<file path="config.mk">
export PLATFORM = sky130hd
export DESIGN_NAME = dram_mux_ctrl
export DESIGN_NICKNAME = d
export VERILOG_FILES = /design/src/rtl/dram_mux_ctrl.sv
export SDC_FILE = /design/constraint.sdc
export NUM_CORES = 1
export LEC_CHECK = 0
export BUFFER_PORTS_ARGS = -buffer_cell sky130_fd_sc_hd__buf_2
export CORE_MARGIN = 2
export CORE_UTILIZATION = 55
export CTS_CLUSTER_DIAMETER = 200
export DETAILED_ROUTE_END_ITERATION = 16
export PLACE_DENSITY_LB_ADDON = 0.08
export SETUP_SLACK_MARGIN = 0.05
export SLEW_MARGIN = 20
export SYNTH_ARGS = -nofsm -noshare
export SYNTH_HDL_FRONTEND = slang
export SYNTH_SLANG_ARGS = --single-unit
</file>
<file path="constraint.sdc">
create_clock -name clk -period 2.1 [get_ports clk]
set_input_delay 0.42 -clock clk [delete_from_list [all_inputs] [get_ports clk]]
set_output_delay 0.42 -clock clk [all_outputs]
set_load 0.005 [all_outputs]
</file>
<file path="src/rtl/dram_mux_ctrl.sv">
module dram_mux_ctrl #(
  parameter int AW      = 8,
  parameter int RAS_CYC = 3,
  parameter int CAS_CYC = 2,
  parameter int PRE_CYC = 2,
  parameter int REF_INT = 780
) (
  input  logic          clk,
  input  logic          rst_n,
  input  logic          req,
  input  logic          we,
  input  logic [2*AW-1:0] addr,
  input  logic          wdata,
  output logic          busy,
  output logic          done,
  output logic          rdata,
  output logic [AW-1:0] mem_a,
  output logic          mem_ras_n,
  output logic          mem_cas_n,
  output logic          mem_we_n,
  output logic          mem_d,
  input  logic          mem_q
);
  localparam int MAXC = (RAS_CYC > CAS_CYC) ? ((RAS_CYC > PRE_CYC) ? RAS_CYC : PRE_CYC)
                                            : ((CAS_CYC > PRE_CYC) ? CAS_CYC : PRE_CYC);
  localparam int CW = $clog2(MAXC + 1);
  localparam int TW = $clog2(REF_INT + 1);

  typedef enum logic [2:0] {S_IDLE, S_ROW, S_COL, S_REF, S_PRE} state_t;

  state_t        state;
  logic [CW-1:0] cnt;
  logic [TW-1:0] tmr;
  logic          ref_pend;
  logic [AW-1:0] ref_row;
  logic [AW-1:0] col_q;
  logic          we_q, wd_q;

  assign busy = (state != S_IDLE);

  always_ff @(posedge clk) begin
    if (!rst_n) begin
      state     <= S_IDLE;
      cnt       <= '0;
      tmr       <= '0;
      ref_pend  <= 1'b0;
      ref_row   <= '0;
      col_q     <= '0;
      we_q      <= 1'b0;
      wd_q      <= 1'b0;
      done      <= 1'b0;
      rdata     <= 1'b0;
      mem_a     <= '0;
      mem_ras_n <= 1'b1;
      mem_cas_n <= 1'b1;
      mem_we_n  <= 1'b1;
      mem_d     <= 1'b0;
    end else begin
      done <= 1'b0;
      case (state)
        S_IDLE: begin
          cnt <= '0;
          if (ref_pend) begin
            state     <= S_REF;
            ref_pend  <= 1'b0;
            mem_ras_n <= 1'b0;
            mem_a     <= ref_row;
          end else if (req) begin
            state     <= S_ROW;
            mem_ras_n <= 1'b0;
            mem_a     <= addr[2*AW-1:AW];
            col_q     <= addr[AW-1:0];
            we_q      <= we;
            wd_q      <= wdata;
          end
        end
        S_ROW: begin
          if (cnt == CW'(RAS_CYC - 1)) begin
            state     <= S_COL;
            cnt       <= '0;
            mem_cas_n <= 1'b0;
            mem_a     <= col_q;
            mem_we_n  <= ~we_q;
            mem_d     <= wd_q;
          end else cnt <= cnt + 1'b1;
        end
        S_COL: begin
          if (cnt == CW'(CAS_CYC - 1)) begin
            state     <= S_PRE;
            cnt       <= '0;
            rdata     <= mem_q;
            done      <= 1'b1;
            mem_ras_n <= 1'b1;
            mem_cas_n <= 1'b1;
            mem_we_n  <= 1'b1;
          end else cnt <= cnt + 1'b1;
        end
        S_REF: begin
          if (cnt == CW'(RAS_CYC - 1)) begin
            state     <= S_PRE;
            cnt       <= '0;
            mem_ras_n <= 1'b1;
            ref_row   <= ref_row + 1'b1;
          end else cnt <= cnt + 1'b1;
        end
        S_PRE: begin
          if (cnt == CW'(PRE_CYC - 1)) begin
            state <= S_IDLE;
            cnt   <= '0;
          end else cnt <= cnt + 1'b1;
        end
        default: state <= S_IDLE;
      endcase
      if (tmr == TW'(REF_INT - 1)) begin
        tmr      <= '0;
        ref_pend <= 1'b1;
      end else tmr <= tmr + 1'b1;
    end
  end
endmodule

</file>
==> key figures <==
Synthesis
  • Synth area leaders: dfxtp_1 43%, mux2i_1 5.8%, nor2_1 5.2%, nand3_1 4.4%, xor2_1 3.9%
  • Area leader, netlist: dfxtp_1
  • Yosys warning count: 0
  • Yosys reg bits: 48
  • Syn nets: 275
  • Syn Area/Cell: 8.98 µm²
  • Post-synthesis sequential area ratio: 42.6%
  • Synth Flop Type: dfxtp_1
  • Post-Syn Area: 2250 µm²
  • Top cell type's share of synthesized area: 42.6%
  • EDFF count, synth: 0
  • Async SR Flop Fraction: 0%
  • Most frequent cells after synthesis: 48 x dfxtp_1, 31 x nor2_1, 20 x nand3_1
  • Post-synth cell types: 45
  • Cells after Synth: 251
  • Count leader, synth: dfxtp_1

Global routing
  • GRT Util Overall: 20.7%
  • Largest net degree at the start of global routing: 26
  • Number of global-route vias before repair: 1653
  • Grt total ovfl: 0
  • Initial antenna violation count: 0
  • First-pass GRT wire length: 7220 µm

Job
  • Max_cap viols: 0

Power
  • Maximum VDD drop: 489 µV
  • Clock network power share: 34.3%
  • Psw: 0.538 mW
  • PwrDens: 809 nW/µm²
  • Logic gate share of total power: 15.5%
  • Total power: 2.04 mW
  • Part of the power in registers: 50.2%
  • Sw frac: 26.3%
  • LEAKAGE: 1.05 nW
  • Int Pwr: 1.51 mW

Route
  • Post-route ant nets: 0
  • Drt first pass iters: 4
  • Remaining DRCs: 0
  • Vias: 1831
  • Via density per instance: 5.52
  • Routed Wire Length: 4470 µm
  • Initial DRC count: 119
  • WL per Instance: 13.5 µm

Die
  • Die W: 68.0 µm
  • Row Count: 23
  • Initial Util: 56.7%
  • Core Footprint: 3970 µm²
  • I/O pin count: 37
  • Die footprint: 4630 µm²
  • Die height: 68.0 µm

Place
  • Cells after DPL: 324
  • RePlAce Congestion: 0.794
  • Port bufs: 36
  • Dpl hpwl: 3160 µm

STA
  • RSZ-0062 raised after global routing: false
  • Slew Viols, Final: 0
  • Clk_skew: 0.00618 ns
  • Hold Vio Cnt, Final: 0
  • Final setup viols: 0
  • Crit share post-route: 83.8%
  • Fmax: 568 MHz
  • Worst-Margin Slew: 0.533 ns
  • Post-route minimum period: 1.76 ns
  • Setup TNS Final: 0 ns
  • Max-slew headroom: 64.4%

Clock tree
  • Max clock buf depth: 2
  • Num CTS Buffers: 5
  • Hold buffers post-CTS: 0
  • CTS tree: built
  • Post-CTS Resized: 0
  • CTS H-tree lvls: 2
  • Clock-pin slew of the registers on the worst-case setup and hold paths: 0.09 ns
  • Worst skew pair latency: 0.30 ns
  • CTS Root Cell: clkbuf_8
  • Clk sink count: 48
  • Post-CTS setup buffer count: 0

Final layout
  • Syn-to-layout area delta: 12.1%
  • Fillcell total: 359
  • Final nets: 305
  • Finished Layout Cells: 332
  • N_diodes: 0
  • Share of cells above drive strength 1: 20.2%

Worst hold path
  • Hold/Removal Path Class: primary input to register

Setup path
  • Worst path arrival time: 1.34 ns
  • WP data required: 1.68 ns
  • Setup Crit Path Kind: register to output pin
  • Worst Setup Start Kind: register
  • Crit end category: output pin
  • Crit Path Max Fanout: 12

Status
  • Outcome: completed
[power by group through the flow]
stage               registers, mW  clock network (mW)  logic, mW
floorplan                    1.02                   0      0.264
global placement             1.04                   0      0.316
detailed placement           1.05                   0      0.317
CTS                          1.03               0.722      0.318
global route                 1.04               0.749      0.355
finish                       1.03               0.702      0.317
[routing by layer]
| metal | GRT usage (%) | routed length (µm) | part of all wire, % | up-vias |
|---|---|---|---|---|
| met4 | 6.25 | 44 | 0.99 | 0 |
| met1 | 26.6 | 2160 | 48 | 843 |
| met5 | 0 | 0 | 0 | - |
| met3 | 5.26 | 182 | 4.1 | 6 |
| li1 | - | - | - | 946 |
| met2 | 34.2 | 2080 | 47 | 36 |
[flip-flops by register name, summed over array words and instances (netlist names), 2 cells and up]
name	flops
tmr	10
col_q	8
mem_a	8
ref_row	8
state	3
cnt	2
[final timing paths]
| check | start | endpoint | slack [ns] | depth (start not counted) |
|---|---|---|---|---|
| setup / recovery | state[2] | busy | 0.34 | 2 |
| hold / removal | addr[2] | col_q[2] | 0.34 | 3 |
| hold reg to reg | rdata | rdata | 0.46 | 2 |
| setup reg to reg | cnt[0] | mem_a[7] | 0.41 | 4 |
[logic make-up after synthesis]
logic type               synth area share (%)
AO/OA/AOI/OAI                            13.7
AND/OR/NAND/NOR                          25.3
XOR/XNOR                                 5.05
flip-flops                               42.6
multiplexers                             5.77
buffers and inverters                    6.38
adder cells (fa/ha/maj)                  1.11
[through the flow]
step	cell area [µm²]	setup WS, ns	hold slack (ns)	utilization (%)
finish	2530	0.340	0.341	63.6
CTS	2530	0.336	0.337	63.6
detailed placement	2400	0.422	0.446	60.6
floorplan	2250	0.620	0.426	-
global route	2530	0.280	0.343	63.6
global placement	2400	0.436	0.441	60.6
[final cells by class]
cell class | count | area (µm²) | area share, %
Sequential cell | 48 | 961 | 38.0
Inverter | 4 | 15.0 | 0.594
Multi-Input combinational cell | 181 | 1150 | 45.5
Clock inverter | 2 | 38.8 | 1.54
Tap cell | 50 | 62.6 | 2.48
Timing Repair Buffer | 41 | 218 | 8.62
Clock buffer | 6 | 82.6 | 3.27
[critical path, cell delays in order, from the launching register on]
cell and delay (ns):
dfxtp_1 0.44, or3_1 0.45, buf_2 0.14
[cells in the final DEF, fill, tap and decap left out, types with 7 or more instances in the layout]
cell type	instances
dfxtp_1	48
buf_2	36
nor2_1	31
nand3_1	20
nand2_1	16
mux2i_1	13
o21ai_0	13
xor2_1	10
nand4_1	8
a211oi_1	7
nor2b_1	7
Power figures use the tool's default switching activity.
